File: src/rtl/scp_pkg.sv
package scp_pkg;
  typedef enum logic [1:0] {
    BANK_NONE  = 2'd0,
    BANK_SETUP = 2'd1,
    BANK_EXT   = 2'd2,
    BANK_STEP  = 2'd3
  } bank_e;
endpackage

File: src/rtl/scp_frontend.sv
module scp_frontend #(
  parameter int WORD_W   = 16,
  parameter int MASK_CYC = 600
) (
  input  logic              clk,
  input  logic              rst,
  input  logic              sclk,
  input  logic              sdata,
  input  logic              sstrobe,
  input  logic              awake,
  output logic [WORD_W-1:0] word_o,
  output logic              dsel_o,
  output logic              awk_q_o,
  output logic              stb_rise_o,
  output logic              masked_o,
  output logic              stb_ok_o,
  output logic              stb_bad_o
);
  localparam int CNT_W = $clog2(WORD_W + 2);
  localparam int MW    = $clog2(MASK_CYC + 1);
  localparam logic [CNT_W-1:0] CNT_SAT  = CNT_W'(WORD_W + 1);
  localparam logic [CNT_W-1:0] CNT_FULL = CNT_W'(WORD_W);

  logic sclk_q, sclk_d, sdat_q, stb_q, stb_d, awk_q, awk_d;
  logic [WORD_W-1:0] shreg;
  logic [CNT_W-1:0]  falls;
  logic [MW-1:0]     mcnt;
  logic fall, rise, chg, masked;

  // input sampling and edge history
  always_ff @(posedge clk) begin
    if (rst) begin
      sclk_q <= 1'b0; sclk_d <= 1'b0; sdat_q <= 1'b0;
      stb_q  <= 1'b0; stb_d  <= 1'b0;
      awk_q  <= 1'b0; awk_d  <= 1'b0;
    end else begin
      sclk_q <= sclk;   sclk_d <= sclk_q;
      sdat_q <= sdata;
      stb_q  <= sstrobe; stb_d <= stb_q;
      awk_q  <= awake;  awk_d  <= awk_q;
    end
  end

  assign fall   = sclk_d & ~sclk_q;
  assign rise   = stb_q & ~stb_d;
  assign chg    = awk_q ^ awk_d;
  assign masked = chg | (mcnt != '0);

  // shift register, new bit enters at bit 0
  always_ff @(posedge clk) begin
    if (rst)       shreg <= '0;
    else if (fall) shreg <= {shreg[WORD_W-2:0], sdat_q};
  end

  // falls since the previous strobe, saturating one past a full word
  always_ff @(posedge clk) begin
    if (rst)                          falls <= '0;
    else if (rise)                    falls <= '0;
    else if (fall && falls != CNT_SAT) falls <= falls + 1'b1;
  end

  // strobe mask window after a mode change
  always_ff @(posedge clk) begin
    if (rst)             mcnt <= '0;
    else if (chg)        mcnt <= MW'(MASK_CYC);
    else if (mcnt != '0) mcnt <= mcnt - 1'b1;
  end

  assign word_o     = shreg;
  assign dsel_o     = sdat_q;
  assign awk_q_o    = awk_q;
  assign stb_rise_o = rise;
  assign masked_o   = masked;
  assign stb_ok_o   = rise & ~masked & (falls == CNT_FULL);
  assign stb_bad_o  = rise & ~masked & (falls != CNT_FULL);
endmodule

File: src/rtl/scp_banks.sv
module scp_banks
  import scp_pkg::*;
#(
  parameter int WORD_W = 16
) (
  input  logic              clk,
  input  logic              rst,
  input  logic              awk_q,
  input  logic              wr_ok,
  input  logic              wr_bad,
  input  logic              dsel,
  input  logic [WORD_W-1:0] word,
  output logic [WORD_W-1:0] setup_q,
  output logic [WORD_W-1:0] ext_q,
  output logic [WORD_W-1:0] step_q,
  output logic              err_q
);
  bank_e sel;

  always_comb begin
    if (!wr_ok)     sel = BANK_NONE;
    else if (awk_q) sel = BANK_STEP;
    else if (dsel)  sel = BANK_EXT;
    else            sel = BANK_SETUP;
  end

  always_ff @(posedge clk) begin
    if (rst) begin
      setup_q <= '0;
      ext_q   <= '0;
      err_q   <= 1'b0;
    end else begin
      err_q <= wr_bad;
      if (sel == BANK_SETUP) setup_q <= word;
      if (sel == BANK_EXT)   ext_q   <= word;
    end
  end

  // stepper bank is cleared for as long as the port is asleep
  always_ff @(posedge clk) begin
    if (rst || !awk_q)         step_q <= '0;
    else if (sel == BANK_STEP) step_q <= word;
  end
endmodule

File: src/rtl/scp_monmux.sv
module scp_monmux #(
  parameter int         N_SIG   = 10,
  parameter logic [2:0] DEV_ID  = 3'b110,
  parameter logic       VEND_ID = 1'b0
) (
  input  logic             clk,
  input  logic             rst,
  input  logic [3:0]       code,
  input  logic [N_SIG-1:0] sigs,
  output logic             mon_q
);
  logic [15:0] tbl;

  for (genvar g = 0; g < 16; g++) begin : g_tbl
    if (g < N_SIG) begin : g_sig
      assign tbl[g] = sigs[g];
    end else if (g < N_SIG + 3) begin : g_dev
      assign tbl[g] = DEV_ID[g - N_SIG];
    end else if (g == N_SIG + 3) begin : g_vend
      assign tbl[g] = VEND_ID;
    end else begin : g_off
      assign tbl[g] = 1'b1;
    end
  end

  always_ff @(posedge clk) begin
    if (rst) mon_q <= 1'b1;
    else     mon_q <= tbl[code];
  end
endmodule

File: src/rtl/serial_cfg_port.sv
module serial_cfg_port #(
  parameter int         WORD_W   = 16,
  parameter int         MASK_CYC = 600,
  parameter int         N_MON    = 10,
  parameter logic [2:0] DEV_ID   = 3'b110,
  parameter logic       VEND_ID  = 1'b0
) (
  input  logic              clk,
  input  logic              rst,
  input  logic              sclk,
  input  logic              sdata,
  input  logic              sstrobe,
  input  logic              awake,
  input  logic [N_MON-1:0]  mon_sigs,
  output logic [WORD_W-1:0] setup_word,
  output logic [WORD_W-1:0] ext_word,
  output logic [WORD_W-1:0] step_word,
  output logic [2:0]        motor_cfg,
  output logic [1:0]        blank_ab,
  output logic [1:0]        blank_cd,
  output logic [2:0]        reg_off,
  output logic              mon_out,
  output logic              frame_err
);
  logic [WORD_W-1:0] word;
  logic dsel, awk_q, stb_rise, masked, stb_ok, stb_bad;

  scp_frontend #(.WORD_W(WORD_W), .MASK_CYC(MASK_CYC)) u_fe (
    .clk(clk), .rst(rst), .sclk(sclk), .sdata(sdata), .sstrobe(sstrobe),
    .awake(awake), .word_o(word), .dsel_o(dsel), .awk_q_o(awk_q),
    .stb_rise_o(stb_rise), .masked_o(masked), .stb_ok_o(stb_ok),
    .stb_bad_o(stb_bad)
  );

  scp_banks #(.WORD_W(WORD_W)) u_banks (
    .clk(clk), .rst(rst), .awk_q(awk_q), .wr_ok(stb_ok), .wr_bad(stb_bad),
    .dsel(dsel), .word(word), .setup_q(setup_word), .ext_q(ext_word),
    .step_q(step_word), .err_q(frame_err)
  );

  scp_monmux #(.N_SIG(N_MON), .DEV_ID(DEV_ID), .VEND_ID(VEND_ID)) u_mon (
    .clk(clk), .rst(rst), .code(ext_word[3:0]), .sigs(mon_sigs),
    .mon_q(mon_out)
  );

  assign motor_cfg = setup_word[2:0];
  assign blank_ab  = setup_word[4:3];
  assign blank_cd  = setup_word[6:5];
  assign reg_off   = setup_word[9:7];
endmodule

File: config.mk
export PLATFORM = sky130hd
export DESIGN_NAME = serial_cfg_port
export DESIGN_NICKNAME = d
export VERILOG_FILES = /design/src/rtl/scp_pkg.sv /design/src/rtl/scp_frontend.sv /design/src/rtl/scp_banks.sv /design/src/rtl/scp_monmux.sv /design/src/rtl/serial_cfg_port.sv
export SDC_FILE = /design/constraint.sdc
export NUM_CORES = 1
export LEC_CHECK = 0
export BUFFER_PORTS_ARGS = -buffer_cell sky130_fd_sc_hd__buf_4
export CAP_MARGIN = 20
export CORE_MARGIN = 8
export CORE_UTILIZATION = 49
export CTS_CLUSTER_DIAMETER = 40
export DETAILED_ROUTE_END_ITERATION = 6
export GPL_ROUTABILITY_DRIVEN = 0
export PLACE_DENSITY_LB_ADDON = 0.15
export SYNTH_ARGS = -nofsm -noshare
export SYNTH_HDL_FRONTEND = slang
export SYNTH_SLANG_ARGS = --single-unit
export TNS_END_PERCENT = 20
File: constraint.sdc
create_clock -name clk -period 1.9 [get_ports clk]
set_input_delay 0.285 -clock clk [delete_from_list [all_inputs] [get_ports clk]]
set_output_delay 0.285 -clock clk [all_outputs]
set_load 0.005 [all_outputs]
* Yosys cells after proc, flatten, opt, wreduce, memory -nomap -nowiden
Cells that the tools add are included.
Storage, ports and cells: bits in registers 88, input bits 16, output and inout port bits 60, logic and storage cells 49
Operators by class: add/sub/neg operators 2, $lt $le $gt $ge 1, eq/ne operators 6, multiplexer cells 7, bitwise gates (word level) 10, reduce and logical (&&, ||, !) cells 7
Operators by type and width (count):
- 10-bit two-way mux | 2
- 5-bit inequality test (second input constant) | 2
- 10-bit nonzero test | 1
- 10-bit by 1-bit subtractor with 10-bit output (second input constant) | 1
- 2-bit two-way mux | 3
- 5-bit by 1-bit adder with 5-bit output (second input constant) | 1
- 1-bit AND | 5
- 5-bit == test (second input constant) | 1
- 4-bit by 5-bit less-than comparator with 1-bit output (second input constant) | 1
- 1-bit binary-select mux with 4-bit select | 1
- 2-bit == test (second input constant) | 2
- 2-bit OR reduction | 2
- 1-bit NOT | 3
- 2-bit by 1-bit == test with 1-bit output (second input constant) | 1
- 2-bit nonzero test | 1
- 1-bit logical AND | 1
- 1-bit zero test | 1
- 1-bit logical OR | 1
- 1-bit two-way mux | 1
- 1-bit OR | 1
- 1-bit XOR | 1

* Longest topological paths before layout
depth after elaboration 7, mapped depth 8, gate-level depth less buffers 6

* Cells and area by module
Synthesis repeated with hierarchy kept, for this count alone.
Unflattened totals: cell total of the unflattened synthesis 384, area total of the unflattened synthesis 3709.8 µm²
Modules (own cells, without submodules):
- scp_banks | instances 1, cells each 180, area an instance 1943.1 µm²
- scp_frontend | instances 1, cells each 179, area an instance 1546.5 µm²
- scp_monmux | instances 1, cells each 15, area an instance 145.1 µm²
- serial_cfg_port | instances 1, cells each 10, area an instance 75.1 µm²

* Worst setup path after synthesis
Ideal clock, no wire load.
path kind flip-flop to flip-flop, start point register u_fe.mcnt[0], end point register u_banks.step_q[5], arrival 1.900 ns, setup slack -0.118 ns, cell stages (with the launch flop) 8, clock period less this slack 2.018 ns, cells stage by stage dfxtp_1 -> inv_1 -> ha_1 -> or3b_2 -> nor4_4 -> and2_4 -> buf_4 -> o21ai_1
On the way: word-level cells in the longest chain between the ends 7
Ends and longest elaborated chain:
- from (decl) | line scp_frontend.sv:27 | logic [MW-1:0] mcnt;
- from (signal assigned) | line scp_frontend.sv:65 | else if (chg) mcnt <= MW'(MASK_CYC);
- from (signal assigned) | line scp_frontend.sv:66 | else if (mcnt != '0) mcnt <= mcnt - 1'b1;
- 10-bit nonzero test | line scp_frontend.sv:47 | assign masked = chg | (mcnt != '0);
- 1-bit OR | line scp_frontend.sv:47
- 1-bit NOT | line scp_frontend.sv:74 | assign stb_ok_o = rise & ~masked & (falls == CNT_FULL);
- 1-bit AND (2 in a row) | line scp_frontend.sv:74
- 2-bit two-way mux | line scp_banks.sv:21 | if (!wr_ok) sel = BANK_NONE;
- 2-bit == test | line scp_banks.sv:42 | else if (sel == BANK_STEP) step_q <= word;
- to (signal assigned) | line scp_banks.sv:42
- to (decl) | line scp_banks.sv:15 | output logic [WORD_W-1:0] step_q,
No other way between the ends. A chain may end at the register's enable or synchronous reset.

* Final worst setup path
start point register u_fe.mcnt[0], end point register u_banks.setup_q[12]
On the way: word-level cells in the longest chain between the ends 7
Ends and longest elaborated chain:
- 10-bit nonzero test | line scp_frontend.sv:47
- 1-bit OR | line scp_frontend.sv:47
- 1-bit NOT | line scp_frontend.sv:74
- 1-bit AND (2 in a row) | line scp_frontend.sv:74
- 2-bit two-way mux | line scp_banks.sv:21
- 2-bit by 1-bit == test with 1-bit output | line scp_banks.sv:34 | if (sel == BANK_SETUP) setup_q <= word;
- to (signal assigned) | line scp_banks.sv:34
- to (decl) | line scp_banks.sv:13 | output logic [WORD_W-1:0] setup_q,
No other way between the ends.

==> out/qor.csv <==
stage,metric,value,unit
die,Die Ht,103,um
synthesis,syn nets,449,
synthesis,"Seq/Total Area, Yosys",0.475,
power_and_ir_drop,Cell Pwr Density,1010,mW/mm2
final_layout,Antenna Cells,0,
critical_path,WS Path Type,reg2reg,
global_route,largest net degree at the start of global routing,36,
die,Core ar.,0.00729,mm2
die,row count,31,
final_layout,"commonest non-fill, non-tap cells in the layout","buf_4 (88), dfxtp_1 (88), nand2_1 (52), a21oi_1 (51), nand4_1 (35)",
routing,post-DR wirelength/cell,16.1,um
clock_tree,Worst-path clk slew,0.09,ns
hold_path,worst min-delay path startpoint,rst,
final_layout,fraction of layout cells with a size suffix above 1,0.253,
run,number of max-cap violations,0,
sta,Tmin final,1.84,ns
hold_path,WHS Path Cells,2,
power_and_ir_drop,worst vdd ir,470,uV
die,Initial Util,0.509,
synthesis,"Avg Cell Area, Syn",8.66,um2
synthesis,yosys warns,0,
critical_path,"Slowest-stage cell, CP",or3b_4,
synthesis,biggest area consumer among synthesized cells,dfxtp_1,
final_layout,final instance area,0.00464,mm2
critical_path,Worst R2R Setup Slack,0.06,ns
critical_path,CP Data Required Time,2.19,ns
final_layout,area of the multi-input gates,0.00174,mm2
clock_tree,CTS Buf Count,9,
routing,Met3 Wirelength,855,um
global_route,Global Route Usage Sum,0.176,
final_layout,Final Util,0.636,
sta,crit share post-route,0.970,
synthesis,"flops & latches, synth",88,
routing,M1 WL,4380,um
critical_path,critical path's top delay family,simple AND/OR/NAND/NOR gates,
routing,DRC viols,0,
final_layout,register cell area after layout,0.00176,mm2
sta,Final Hold Vio Count,0,
global_route,grt total ovfl,0,
global_route,antenna violations before repair,0,
synthesis,top-area cell type share of the netlist area,0.475,
synthesis,Netlist Area Pre-Place,0.00371,mm2
routing,Post-DRT Antenna Nets,0,
clock_tree,CTS tree,done,
critical_path,CP Launch Type,register,
global_route,vias in the first global route,3076,
sta,Fin Setup TNS,0,ns
placement,DP Area,0.00434,mm2
routing,Vias/cell,5.57,
clock_tree,clk sinks,88,
synthesis,Yosys cell types,42,
critical_path,worst r2r path cells,8,
sta,final setup fails,0,
synthesis,Synth Flop Type,dfxtp_1,
clock_tree,Hold Buf Count CTS,0,
critical_path,R2R Path End,u_banks.setup_q[12]$_SDFFE_PP0N_,
critical_path,Worst path max stage delay,0.42,ns
synthesis,Synth Instances,428,
power_and_ir_drop,Leak Pwr,1.71,nW
routing,via count,3311,
routing,WL met2,4200,um
critical_path,reg2reg start,u_fe.mcnt[0]$_SDFFE_PP0P_,
routing,TritonRoute pass-1 iters,5,
clock_tree,clk_lat worst skew,0.35,ns
sta,RSZ-0062 raised after global routing,yes,
sta,clock skew,0.0164,ns
hold_path,hold path endpoint,u_fe.awk_d$_SDFF_PP0_,
critical_path,Worst Setup SP,u_fe.mcnt[0]$_SDFFE_PP0P_,
placement,IO buf count,75,
clock_tree,largest buffer count on any clock path,2,
die,die area,0.0106,mm2
die,Die X,103,um
critical_path,critical path endpoint category,register,
sta,"Slew Viols, Final",0,
sta,measured slew at the worst slew-check pin,0.541,ns
sta,Max Clock Freq,543,MHz
final_layout,NumNets Final,511,
clock_tree,# H-tree levels,3,
outcome,status,"complete, no violations",
critical_path,Crit Path Max Fanout,16,
routing,final WL,9550,um
final_layout,Syn-to-layout area delta,25.1,%
placement,Post-DP HPWL,6400,um
hold_path,worst min-delay path class,in2reg,
final_layout,filler cell count,623,
synthesis,Area contributors post-synth,"dfxtp_1 (48%), a21oi_1 (7.0%), nand4_1 (5.9%)",
routing,DRC marker count from the first detailed-route iteration,207,
sta,Slew Limit Headroom,0.639,
critical_path,Worst EP arrival,2.13,ns
routing,uppermost layer routed,met4,
global_route,first-pass GRT wire length,14900,um
synthesis,"EDFF count, synth",0,
critical_path,CP bufs+invs,3,
critical_path,crit-path cells,"inv_2, ha_2, or3b_4, nor3_4, buf_12, clkbuf_16, nand4b_1, a21oi_1",
clock_tree,root buf cell,clkbuf_8,
synthesis,ys async rst share,0,
die,IO Count,76,
==> through the flow <==
step                      std cells  hold WS (ns)  total power, mW  setup slack [ns]
after floorplan                 428         0.413             2.85           0.00917
after global placement          574         0.438             3.18            0.0477
after detailed placement        574         0.442             3.21         0.0000159
after CTS                       590         0.143             4.48            0.0104
after global routing            594         0.135             4.89           -0.0587
final                           594         0.148             4.67            0.0569
==> where the power goes <==
group | internal [mW] | total, mW | leakage [nW] | switching (mW)
sequential | 1.94 | 2.05 | 0.713 | 0.108
combinational | 0.622 | 1.34 | 0.907 | 0.721
clock | 0.613 | 1.28 | 0.0929 | 0.667
total | 3.17 | 4.67 | 1.71 | 1.50
==> state kept, by name (all words and copies together), names as in the netlist <==
signal,flops
u_banks.setup_q,16
u_fe.awk_d,1
u_fe.dsel_o,1
u_mon.mon_q,1
u_fe.awk_q_o,1
u_banks.ext_q,16
u_fe.mcnt,10
u_fe.falls,5
u_banks.step_q,16
u_fe.word_o,16
u_banks.err_q,1
u_fe.sclk_d,1
u_fe.stb_d,1
u_fe.stb_q,1
u_fe.sclk_q,1
==> worst register-to-register path: cells and delay by family, from the launching register on <==
| family | cells | cell delay, ns |
|---|---|---|
| compound gates | 1 | 0.16 |
| fa+ha+maj | 1 | 0.18 |
| simple gates | 3 | 0.75 |
| flops | 1 | 0.33 |
| buf+inv | 3 | 0.36 |
==> final cells by class <==
cell class	instances	share of cell area
Timing Repair Buffer	95	0.172
Tap cell	99	0.0267
Clock inverter	6	0.0146
Clock buffer	10	0.0275
Inverter	7	0.00566
Sequential cell	88	0.380
Multi-Input combinational cell	289	0.374
==> layer usage <==
layer | vias up | global-route usage
met5 | - | 0
met4 | 0 | 0.0679
met3 | 10 | 0.0452
met2 | 120 | 0.264
met1 | 1537 | 0.235
li1 | 1644 | -
==> cell families (layout without fill, tap and decap cells) <==
logic type / after synthesis / in the layout / share of synthesized area
AOI/OAI and AO/OA: 113 / 113 / 0.160
buffers and inverters: 51 / 118 / 0.0641
DFF: 88 / 88 / 0.475
muxes: 5 / 5 / 0.0202
and+or+nand+nor: 156 / 156 / 0.241
xor gates and xnor gates: 10 / 10 / 0.0236
adders and majority gates: 5 / 5 / 0.0169
==> synthesized netlist by cell type, types with 2 or more instances <==
cell,n
a31oi_1,4
o21ai_1,26
buf_4,11
nand4b_1,17
nor2_1,16
mux2i_1,3
nor4_1,2
inv_1,7
nand2b_1,5
ha_1,5
nor3b_1,2
buf_2,4
o21ai_0,24
clkbuf_1,28
nor3_1,2
a21oi_1,52
nand3_1,2
xnor2_1,6
xor2_1,4
nor2b_1,9
mux4_2,2
dfxtp_1,88
nand2_1,52
a211oi_1,4
nand4_1,35
or3_1,2
==> how the worst max path moves through the flow <==
stage | end | depth (start not counted) | slack (ns)
after global placement | u_banks.ext_q[1]$_SDFFE_PP0N_ | 7 | 0.05
after detailed placement | u_banks.setup_q[11]$_SDFFE_PP0N_ | 7 | 0.00002
after CTS | u_banks.ext_q[1]$_SDFFE_PP0N_ | 7 | 0.01
final | u_banks.setup_q[12]$_SDFFE_PP0N_ | 8 | 0.06
after global routing | u_banks.step_q[14]$_SDFFE_PP0N_ | 6 | -0.06
after floorplan | u_banks.step_q[5]$_SDFFE_PP0N_ | 7 | 0.009
==> timing repair <==
action                                  in CTS  in global routing
gates cloned                                 0                  2
pin swaps                                    0                  2
gates resized for setup                      1                  6
setup buffers                                0                  1
endpoints found under the setup margin       5                 47
(Power assumes the default switching activity.)
